===== src/rtl/ictx_pkg.sv =====
// Package: shared widths, address map, decode types and priority helpers
// for the per-thread interrupt context. Assumes 8 priority levels held in
// an 8-bit pending buffer where bit (7-p) marks priority p.
package ictx_pkg;
    localparam int PRIO_W  = 8;
    localparam int NPRIO   = 8;
    localparam int OFF_W   = 12;
    localparam int SZ_W    = 4;
    localparam int DATA_W  = 64;
    localparam int POOL_W  = 32;
    localparam int CAM_W   = 30;
    localparam int NRING   = 2;
    localparam int RING_OS = 0;
    localparam int RING_HV = 1;

    localparam logic [PRIO_W-1:0] PRIO_NONE = '1;
    localparam logic [PRIO_W-1:0] OS_EXC    = 8'h80;
    localparam logic [PRIO_W-1:0] HV_EXC    = 8'h40;
    localparam logic [POOL_W-1:0] CAM_MASK  = POOL_W'((64'd1 << CAM_W) - 64'd1);

    localparam logic PAGE_OS = 1'b0;
    localparam logic PAGE_HV = 1'b1;

    localparam logic [OFF_W-1:0] OS_BASE  = 12'h010;
    localparam logic [OFF_W-1:0] POOL_W2  = 12'h028;
    localparam logic [OFF_W-1:0] HV_BASE  = 12'h030;
    localparam logic [OFF_W-1:0] F_NSR    = 12'h000;
    localparam logic [OFF_W-1:0] F_CPPR   = 12'h001;
    localparam logic [OFF_W-1:0] F_IPB    = 12'h002;
    localparam logic [OFF_W-1:0] F_PIPR   = 12'h003;
    localparam logic [OFF_W-1:0] F_W2     = 12'h008;
    localparam logic [OFF_W-1:0] OS_ACK   = 12'h810;
    localparam logic [OFF_W-1:0] HV_ACK   = 12'h830;
    localparam logic [OFF_W-1:0] POOL_PULL = 12'h838;

    typedef enum logic [2:0] {
        RD_NONE, RD_BYTE, RD_ACK_OS, RD_ACK_HV, RD_POOL, RD_PULL, RD_HVW2
    } rd_kind_e;

    typedef struct packed {
        logic os_cppr_wr;
        logic hv_cppr_wr;
        logic os_buf_wr;
        logic hv_buf_wr;
        logic os_ack;
        logic hv_ack;
        logic hv_push;
        logic pool_wr;
        logic pool_pull;
    } op_t;

    // Lowest-numbered pending priority, or PRIO_NONE when the buffer is empty.
    function automatic logic [PRIO_W-1:0] buf_to_prio(input logic [NPRIO-1:0] b);
        logic [PRIO_W-1:0] r;
        r = PRIO_NONE;
        for (int p = NPRIO - 1; p >= 0; p--) begin
            if (b[NPRIO-1-p]) r = PRIO_W'(p);
        end
        return r;
    endfunction

    // Pending-buffer bit that stands for priority p (zero when p is out of range).
    function automatic logic [NPRIO-1:0] prio_bit(input logic [PRIO_W-1:0] p);
        logic [NPRIO-1:0] m;
        m = '0;
        for (int i = 0; i < NPRIO; i++) begin
            if (p == PRIO_W'(i)) m[NPRIO-1-i] = 1'b1;
        end
        return m;
    endfunction
endpackage


===== src/rtl/ictx_decode.sv =====
// Access decoder: classifies one load/store by page, offset, size and
// direction. Special entries need all four to match; anything else falls
// to plain register handling, which only writes HV state from the HV page.
// Assumes at most one access per cycle.
module ictx_decode
    import ictx_pkg::*;
(
    input  logic             clk,
    input  logic             rst_n,
    input  logic             valid,
    input  logic             page,
    input  logic [OFF_W-1:0] offset,
    input  logic [SZ_W-1:0]  size,
    input  logic             write,
    output op_t              op,
    output rd_kind_e         rd_kind
);
    logic sz1, sz2, sz48, hv_pg, os_pg, rd, wr;
    logic is_ring_byte;

    assign sz1   = (size == SZ_W'(1));
    assign sz2   = (size == SZ_W'(2));
    assign sz48  = (size == SZ_W'(4)) || (size == SZ_W'(8));
    assign hv_pg = (page == PAGE_HV);
    assign os_pg = (page == PAGE_OS);
    assign rd    = valid && !write;
    assign wr    = valid && write;

    // Offsets readable as plain single bytes.
    always_comb begin
        is_ring_byte = 1'b0;
        for (int f = 0; f < 4; f++) begin
            if (offset == OS_BASE + OFF_W'(f)) is_ring_byte = 1'b1;
            if (offset == HV_BASE + OFF_W'(f)) is_ring_byte = 1'b1;
        end
        if (offset == HV_BASE + F_W2) is_ring_byte = 1'b1;
    end

    // Priority decode: special entries first, then plain handling.
    always_comb begin
        op      = '0;
        rd_kind = RD_NONE;
        if (wr && sz1 && os_pg && offset == OS_BASE + F_CPPR) begin
            op.os_cppr_wr = 1'b1;
        end else if (wr && sz1 && hv_pg && offset == HV_BASE + F_CPPR) begin
            op.hv_cppr_wr = 1'b1;
        end else if (wr && sz1 && hv_pg && offset == HV_BASE + F_W2) begin
            op.hv_push = 1'b1;
        end else if (rd && sz1 && hv_pg && offset == HV_BASE + F_W2) begin
            rd_kind = RD_HVW2;
        end else if (rd && sz2 && os_pg && offset == OS_ACK) begin
            op.os_ack = 1'b1;
            rd_kind   = RD_ACK_OS;
        end else if (rd && sz2 && hv_pg && offset == HV_ACK) begin
            op.hv_ack = 1'b1;
            rd_kind   = RD_ACK_HV;
        end else if (rd && sz48 && hv_pg && offset == POOL_PULL) begin
            op.pool_pull = 1'b1;
            rd_kind      = RD_PULL;
        end else if (wr && sz1 && offset == OS_BASE + F_IPB) begin
            op.os_buf_wr = 1'b1;
        end else if (wr && sz1 && hv_pg && offset == HV_BASE + F_IPB) begin
            op.hv_buf_wr = 1'b1;
        end else if (wr && (size == SZ_W'(4)) && hv_pg && offset == POOL_W2) begin
            op.pool_wr = 1'b1;
        end else if (rd && sz1 && is_ring_byte) begin
            rd_kind = RD_BYTE;
        end else if (rd && (size == SZ_W'(4)) && offset == POOL_W2) begin
            rd_kind = RD_POOL;
        end
    end

    // a single access never triggers two side effects.
    a_r10_one_op: assert property (@(posedge clk) disable iff (!rst_n)
        $onehot0(op));
    // an idle port decodes nothing.
    a_r10_idle_quiet: assert property (@(posedge clk) disable iff (!rst_n)
        !valid |-> (op == '0 && rd_kind == RD_NONE));
endmodule


===== src/rtl/ictx_ring.sv =====
// One priority ring: pending buffer, current priority, pending priority and
// status byte. Runs the notify check whenever CPPR or the buffer is written
// and performs the acknowledge sequence. Assumes callers strobe at most one
// of set_cppr, set_buf and accept per cycle.
module ictx_ring
    import ictx_pkg::*;
#(
    parameter logic [PRIO_W-1:0] EXC_MASK = OS_EXC
) (
    input  logic              clk,
    input  logic              rst_n,
    input  logic              set_cppr,
    input  logic              set_buf,
    input  logic              accept,
    input  logic [PRIO_W-1:0] wval,
    output logic [PRIO_W-1:0] nsr,
    output logic [PRIO_W-1:0] cppr,
    output logic [NPRIO-1:0]  ipb,
    output logic [PRIO_W-1:0] pipr,
    output logic              fire
);
    logic [PRIO_W-1:0] nsr_q, cppr_q, pipr_q, nx_nsr, nx_cppr, nx_pipr;
    logic [NPRIO-1:0]  buf_q, nx_buf;

    // Next-state for priority, buffer and status, including the notify decision.
    always_comb begin
        nx_cppr = cppr_q;
        nx_buf  = buf_q;
        if (set_cppr)    nx_cppr = wval;
        else if (accept) nx_cppr = pipr_q;
        if (set_buf)     nx_buf = wval[NPRIO-1:0];
        else if (accept) nx_buf = buf_q & ~prio_bit(pipr_q);
        nx_pipr = buf_to_prio(nx_buf);
        fire    = (set_cppr || set_buf) && (nx_pipr < nx_cppr);
        if (accept)    nx_nsr = '0;
        else if (fire) nx_nsr = nsr_q | EXC_MASK;
        else           nx_nsr = nsr_q;
    end

    // Ring state registers; reset recomputes PIPR from the cleared buffer.
    always_ff @(posedge clk) begin
        if (!rst_n) begin
            nsr_q  <= '0;
            cppr_q <= '0;
            buf_q  <= '0;
            pipr_q <= buf_to_prio('0);
        end else begin
            nsr_q  <= nx_nsr;
            cppr_q <= nx_cppr;
            buf_q  <= nx_buf;
            pipr_q <= nx_pipr;
        end
    end

    assign nsr  = nsr_q;
    assign cppr = cppr_q;
    assign ipb  = buf_q;
    assign pipr = pipr_q;

    // status only turns nonzero while the pending priority beats CPPR.
    a_r1_status_needs_order: assert property (@(posedge clk) disable iff (!rst_n)
        (nsr_q != '0 && $past(nsr_q) == '0) |-> (pipr_q < cppr_q));
    // status byte holds no bit outside this ring's exception code.
    a_r3_status_in_mask: assert property (@(posedge clk) disable iff (!rst_n)
        (nsr_q & ~EXC_MASK) == '0);
    // acknowledge clears status and lifts CPPR to the old PIPR.
    a_r5_accept_result: assert property (@(posedge clk) disable iff (!rst_n)
        accept |=> (nsr_q == '0 && cppr_q == $past(pipr_q)));
endmodule


===== src/rtl/ictx_ctx_words.sv =====
// Context words: the pool-ring word (with its read-and-clear CAM field) and
// the hypervisor context byte. Assumes decode never strobes pool_wr and
// pool_pull together.
module ictx_ctx_words
    import ictx_pkg::*;
(
    input  logic              clk,
    input  logic              rst_n,
    input  logic              pool_wr,
    input  logic              pool_pull,
    input  logic              push,
    input  logic [DATA_W-1:0] wdata,
    output logic [POOL_W-1:0] pool_word,
    output logic [PRIO_W-1:0] hv_byte
);
    logic [POOL_W-1:0] pool_q;
    logic [PRIO_W-1:0] hvb_q;

    // Pool word: plain write or clear of the CAM field on a pull.
    always_ff @(posedge clk) begin
        if (!rst_n)         pool_q <= '0;
        else if (pool_wr)   pool_q <= wdata[POOL_W-1:0];
        else if (pool_pull) pool_q <= pool_q & ~CAM_MASK;
    end

    // Hypervisor context byte: keeps the low byte of a push.
    always_ff @(posedge clk) begin
        if (!rst_n)    hvb_q <= '0;
        else if (push) hvb_q <= wdata[PRIO_W-1:0];
    end

    assign pool_word = pool_q;
    assign hv_byte   = hvb_q;

    // a pull leaves the CAM field empty and the upper bits untouched.
    a_r6_pull_clears: assert property (@(posedge clk) disable iff (!rst_n)
        pool_pull |=> ((pool_q & CAM_MASK) == '0 &&
                       (pool_q & ~CAM_MASK) == ($past(pool_q) & ~CAM_MASK)));
    // a push is held as the context byte.
    a_r7_push_holds: assert property (@(posedge clk) disable iff (!rst_n)
        push |=> (hvb_q == $past(wdata[PRIO_W-1:0])));
endmodule


===== src/rtl/irq_thread_ctx.sv =====
// Top: per-thread interrupt presenter context. Decodes the access port,
// drives the two rings and context words, muxes load data and owns the
// single interrupt line. Assumes one access per cycle; load data is
// combinational, state changes land at the next edge.
module irq_thread_ctx
    import ictx_pkg::*;
(
    input  logic              clk,
    input  logic              rst_n,
    input  logic              acc_valid,
    input  logic              acc_page,
    input  logic [OFF_W-1:0]  acc_offset,
    input  logic [SZ_W-1:0]   acc_size,
    input  logic              acc_write,
    input  logic [DATA_W-1:0] acc_wdata,
    output logic [DATA_W-1:0] acc_rdata,
    output logic              irq
);
    op_t      op;
    rd_kind_e rd_kind;

    logic [NRING-1:0]             set_cppr, set_buf, accept, fire;
    logic [NRING-1:0][PRIO_W-1:0] nsr_a, cppr_a, pipr_a;
    logic [NRING-1:0][NPRIO-1:0]  ipb_a;
    logic [POOL_W-1:0]            pool_word;
    logic [PRIO_W-1:0]            hv_byte;
    logic                         irq_q;
    logic [PRIO_W-1:0]            byte_val;

    ictx_decode u_decode (
        .clk     (clk),
        .rst_n   (rst_n),
        .valid   (acc_valid),
        .page    (acc_page),
        .offset  (acc_offset),
        .size    (acc_size),
        .write   (acc_write),
        .op      (op),
        .rd_kind (rd_kind)
    );

    assign set_cppr[RING_OS] = op.os_cppr_wr;
    assign set_cppr[RING_HV] = op.hv_cppr_wr;
    assign set_buf[RING_OS]  = op.os_buf_wr;
    assign set_buf[RING_HV]  = op.hv_buf_wr;
    assign accept[RING_OS]   = op.os_ack;
    assign accept[RING_HV]   = op.hv_ack;

    for (genvar g = 0; g < NRING; g++) begin : g_ring
        ictx_ring #(
            .EXC_MASK ((g == RING_HV) ? HV_EXC : OS_EXC)
        ) u_ring (
            .clk      (clk),
            .rst_n    (rst_n),
            .set_cppr (set_cppr[g]),
            .set_buf  (set_buf[g]),
            .accept   (accept[g]),
            .wval     (acc_wdata[PRIO_W-1:0]),
            .nsr      (nsr_a[g]),
            .cppr     (cppr_a[g]),
            .ipb      (ipb_a[g]),
            .pipr     (pipr_a[g]),
            .fire     (fire[g])
        );
    end

    ictx_ctx_words u_words (
        .clk       (clk),
        .rst_n     (rst_n),
        .pool_wr   (op.pool_wr),
        .pool_pull (op.pool_pull),
        .push      (op.hv_push),
        .wdata     (acc_wdata),
        .pool_word (pool_word),
        .hv_byte   (hv_byte)
    );

    // Interrupt line: an acknowledge lowers it, any notification raises it.
    always_ff @(posedge clk) begin
        if (!rst_n)             irq_q <= 1'b0;
        else if (|accept)       irq_q <= 1'b0;
        else if (|fire)         irq_q <= 1'b1;
    end
    assign irq = irq_q;

    // Plain byte select by offset across both rings and the context byte.
    always_comb begin
        byte_val = '0;
        for (int r = 0; r < NRING; r++) begin
            logic [OFF_W-1:0] base;
            base = (r == RING_HV) ? HV_BASE : OS_BASE;
            if (acc_offset == base + F_NSR)  byte_val = nsr_a[r];
            if (acc_offset == base + F_CPPR) byte_val = cppr_a[r];
            if (acc_offset == base + F_IPB)  byte_val = PRIO_W'(ipb_a[r]);
            if (acc_offset == base + F_PIPR) byte_val = pipr_a[r];
        end
        if (acc_offset == HV_BASE + F_W2) byte_val = hv_byte;
    end

    // Load data mux by decoded read kind.
    always_comb begin
        unique case (rd_kind)
            RD_BYTE:   acc_rdata = DATA_W'(byte_val);
            RD_ACK_OS: acc_rdata = DATA_W'({nsr_a[RING_OS], cppr_a[RING_OS]});
            RD_ACK_HV: acc_rdata = DATA_W'({nsr_a[RING_HV], cppr_a[RING_HV]});
            RD_POOL:   acc_rdata = DATA_W'(pool_word);
            RD_PULL:   acc_rdata = DATA_W'(pool_word & CAM_MASK);
            RD_HVW2:   acc_rdata = DATA_W'(hv_byte);
            default:   acc_rdata = '0;
        endcase
    end

    // an acknowledge always leaves the line low.
    a_r5_ack_drops_line: assert property (@(posedge clk) disable iff (!rst_n)
        (|accept) |=> !irq_q);
    // a raised line is always backed by a ring status byte.
    a_r1_line_has_status: assert property (@(posedge clk) disable iff (!rst_n)
        irq_q |-> ((nsr_a[RING_OS] | nsr_a[RING_HV]) != '0));
    // the line only rises after a ring notification.
    a_r1_rise_needs_fire: assert property (@(posedge clk) disable iff (!rst_n)
        (irq_q && !$past(irq_q)) |-> $past(|fire));
endmodule


===== config.mk =====
export PLATFORM = sky130hd
export DESIGN_NAME = irq_thread_ctx
export DESIGN_NICKNAME = d
export VERILOG_FILES = /design/src/rtl/ictx_pkg.sv /design/src/rtl/ictx_decode.sv /design/src/rtl/ictx_ring.sv /design/src/rtl/ictx_ctx_words.sv /design/src/rtl/irq_thread_ctx.sv
export SDC_FILE = /design/constraint.sdc
export NUM_CORES = 1
export LEC_CHECK = 0
export ABC_CLOCK_PERIOD_IN_PS = 6400
export BUFFER_PORTS_ARGS = -buffer_cell sky130_fd_sc_hd__buf_2
export CAP_MARGIN = 25
export CORE_MARGIN = 5
export CORE_UTILIZATION = 45
export CTS_CLUSTER_SIZE = 30
export DETAILED_ROUTE_END_ITERATION = 12
export PLACE_DENSITY = 0.76
export SETUP_SLACK_MARGIN = 0.3
export SLEW_MARGIN = 30
export SYNTH_ARGS = -nofsm -noshare
export SYNTH_HDL_FRONTEND = slang
export SYNTH_HIERARCHICAL = 1
export SYNTH_SLANG_ARGS = --single-unit

===== constraint.sdc =====
create_clock -name clk -period 6.4 [get_ports clk]
set_input_delay 0.64 -clock clk [delete_from_list [all_inputs] [get_ports clk]]
set_output_delay 0.64 -clock clk [all_outputs]
set_load 0.01 [all_outputs]

==> summary.md <==
| Metric | Value |
|---|---|
| Max Slew Vio Count | 0 |
| Final hold slack | 0.462 ns |
| Final setup viols | 0 |
| Critical path arrival | 5.36 ns |
| Die Ht | 128 µm |
| Core area | 0.0138 mm² |
| Hold/Removal Path Class | flip-flop to flip-flop |
| Cells after synthesis | 754 |
| Core Util, Final | 50.0% |
| Final WS setup | 1.29 ns |
| Pre-CTS WS | 1.04 ns |
| GPL Wtd Cong | 0.955 |
| Pwr Total | 0.00112 W |
| Predominant post-synthesis flop cell | dfxtp_1 |
| Worst slew margin | 36.8% |
| Die Wd | 128 µm |
| Combinational family with the most area after synthesis | simple AND/OR/NAND/NOR gates |
| Buf/Inv on CP | 2 |
| Final Hold Vio Count | 0 |
| Diode count | 0 |
| CP Class | input port to flip-flop |
| GRT overflow | 0 |
| Power per cell area | 163 mW/mm² |
| Post-synthesis sequential area ratio | 26.4% |
| DP HPWL | 12.6 mm |
| Largest net degree at the start of global routing | 63 |
| Synth Area in Simple Gates | 26.4% |
| Skew final | 0.00558 ns |
| Unrepaired setup endpoints after global routing | no |
| Synth top area share | 26.4% |
| Warnings from Yosys | 6 |
| Final antenna-violating net count | 0 |
| Crit-path most repeated cell | nor3_1 |
| Synth Area in Adders | 2.78% |
| Overall routing resource usage | 20.4% |
| Mapped Area | 0.00629 mm² |
| Layout cells sized above 1 | 21.7% |
| Max clock buf depth | 2 |
| Crit path largest cell delay | 0.61 ns |
| Top cells by area, synth | dfxtp_1 26%, mux2i_1 8.3%, buf_4 6.7%, nor2_1 3.6%, mux4_2 3.6% |
| Post-synthesis register bit count | 83 |
| Initial core utilization | 45.7% |
| Clock slew at reported path FFs | 0.06 ns |
| Routing usage on met1 | 27.8% |
| MaxCap Viol Count | 0 |
| Post-CTS setup buffer count | 0 |
| Post-synthesis mux area share | 12.4% |
| Number of hold buffers added after cts | 0 |
| Clock sink total | 83 |
| Most frequent cells after synthesis | 83 x dfxtp_1, 61 x nor2_1, 56 x buf_4 |
| Count leader, synth | dfxtp_1 |
| Post-synth EDFFs | 0 |
| DR vias/cell | 5.77 |
| Fraction of the mapped netlist area in compound gates | 19.7% |
| Post-route setup TNS | 0 ns |
| Crit-path slowest cell | or4b_1 |
| CP startpoint kind | input port |
| Peak VDD IR | 123 µV |
| H-tree Lvls | 3 |
| Async set-or-reset flop fraction in the synthesized netlist | 0% |
| P&R area growth vs syn | 9.39% |
| WL final | 17.3 mm |
| Starting DRT DRC Count | 521 |
| Routed vias | 5710 |
| GR peak layer | met2 |
| Number of distinct library cells after synthesis | 73 |
| Least-Margin Pin Slew | 0.945 ns |
| Worst-path fanout max | 10 |
| CP Capture Type | flip-flop |
| CTS tree | yes |
| Crit-path cells | buf_2, or4b_1, nor3_1, and2_1, nor3b_1, a31oi_1, a2bb2oi_2, or3_4, nor4_1, buf_4, ha_1, a211o_1, nor3_1, o21ai_0, o22ai_1, nor3_1, nor4b_1 |
| CP Data Required Time | 6.65 ns |
| Antenna violations before repair | 0 |
| XOR/XNOR Fraction of Synth Area | 0.278% |
| Number of global-route vias before repair | 5104 |
| Nets | 904 |
| Leakage power | 2.56 nW |
| Synth area leader | dfxtp_1 |
| Drt drc | 0 |
| DR WL/cell | 17.4 µm |
| Crit path max-delay family | simple AND/OR/NAND/NOR gates |
| Final min period | 5.11 ns |
| Met3 Usage GRT | 4.25% |
| IO Count | 150 |
| Clk_lat worst skew | 0.34 ns |
| First-pass GRT wire length | 26.9 mm |
| Num CTS Buffers | 9 |
| Port-buffer cells | 85 |
| Mean Syn Cell Area | 8.35 µm² |
| F_max | 196 MHz |
| Die area | 0.0164 mm² |
| Cts repair resizes | 0 |
| Fin crit share | 79.9% |
| Status | complete, no violations |
| Root Buffer | clkbuf_16 |
| Num rows | 43 |
| Met2 GRT Util | 31.5% |
| Drt first pass iters | 5 |
[metrics by stage]
step	instance area (µm²)	cells
after detailed placement	6590	974
after global placement	6560	973
after global routing	6880	990
after CTS	6880	990
final	6880	990
after floorplan	6450	797
[registers in the layout, summed over array words and instances, names as in the netlist]
register	flops
g_ring.u_ring/cppr	16
g_ring.u_ring/nsr	2
u_words/hv_byte	8
irq	1
g_ring.u_ring/ipb	16
g_ring.u_ring/pipr	8
u_words/pool_word	32
[tightest hold or removal path, stage by stage (launching register included)]
cell and delay [ns]:
dfxtp_1 0.31, nand2b_1 0.06, o21ai_1 0.05
[layout by cell type, fill, tap and decap left out, drive strengths merged, types with 5 or more instances in the layout]
master / instances
a21oi: 43
a221oi: 6
a22o: 8
a22oi: 8
and2: 30
buf: 98
clkbuf: 9
conb: 46
dfxtp: 83
ha: 14
inv: 23
mux2i: 52
mux4: 10
nand2: 26
nand2b: 36
nand3: 39
nand3b: 9
nor2: 61
nor2b: 17
nor3: 7
nor3b: 5
nor4: 9
nor4b: 7
o21a: 6
o21ai: 82
or3: 5
[area by class of cell]
| type | instances | area, µm² |
|---|---|---|
| clock buffers | 9 | 225 |
| clock inverters | 7 | 70.1 |
| fillers | 1325 | 6890 |
| inverters | 20 | 75.1 |
| multi-input cells | 593 | 4080 |
| flip-flops and latches | 83 | 1660 |
| well taps | 180 | 225 |
| repair buffers | 98 | 543 |
[power breakdown]
part           switching (W)  internal, W  leakage, nW
Combinational      0.0000625    0.0000331         1.75
Clock               0.000235     0.000273        0.141
Sequential     0.00000000376     0.000516        0.668
[cell families (layout without fill, tap and decap cells)]
| logic type | Yosys count | count (layout) |
|---|---|---|
| compound gates | 185 | 185 |
| xor+xnor | 2 | 2 |
| fa+ha+maj | 14 | 14 |
| buf+inv | 121 | 134 |
| flops | 83 | 83 |
| mux | 65 | 65 |
| other cells | 3 | 46 |
| simple gates | 281 | 281 |
[per-layer routing]
layer	part of all wire [%]	routed length, µm
met1	42	7330
met5	0	0
met2	45	7800
met4	2.7	469
met3	9.6	1660
[final timing paths]
| check | from | to | slack [ns] | cells past startpoint |
|---|---|---|---|---|
| worst max-delay path | acc_offset[9] | irq$_SDFFE_PP0P_ | 1.29 | 17 |
| worst min-delay path | u_words/pool_word[16]$_SDFFE_PN0P_ | u_words/pool_word[16]$_SDFFE_PN0P_ | 0.46 | 2 |
| worst max register to register | g_ring[1].u_ring/pipr[6]$_SDFF_PN1_ | irq$_SDFFE_PP0P_ | 2.74 | 12 |
| worst min register to register | u_words/pool_word[16]$_SDFFE_PN0P_ | u_words/pool_word[16]$_SDFFE_PN0P_ | 0.46 | 2 |
(Power assumes the default switching activity.)
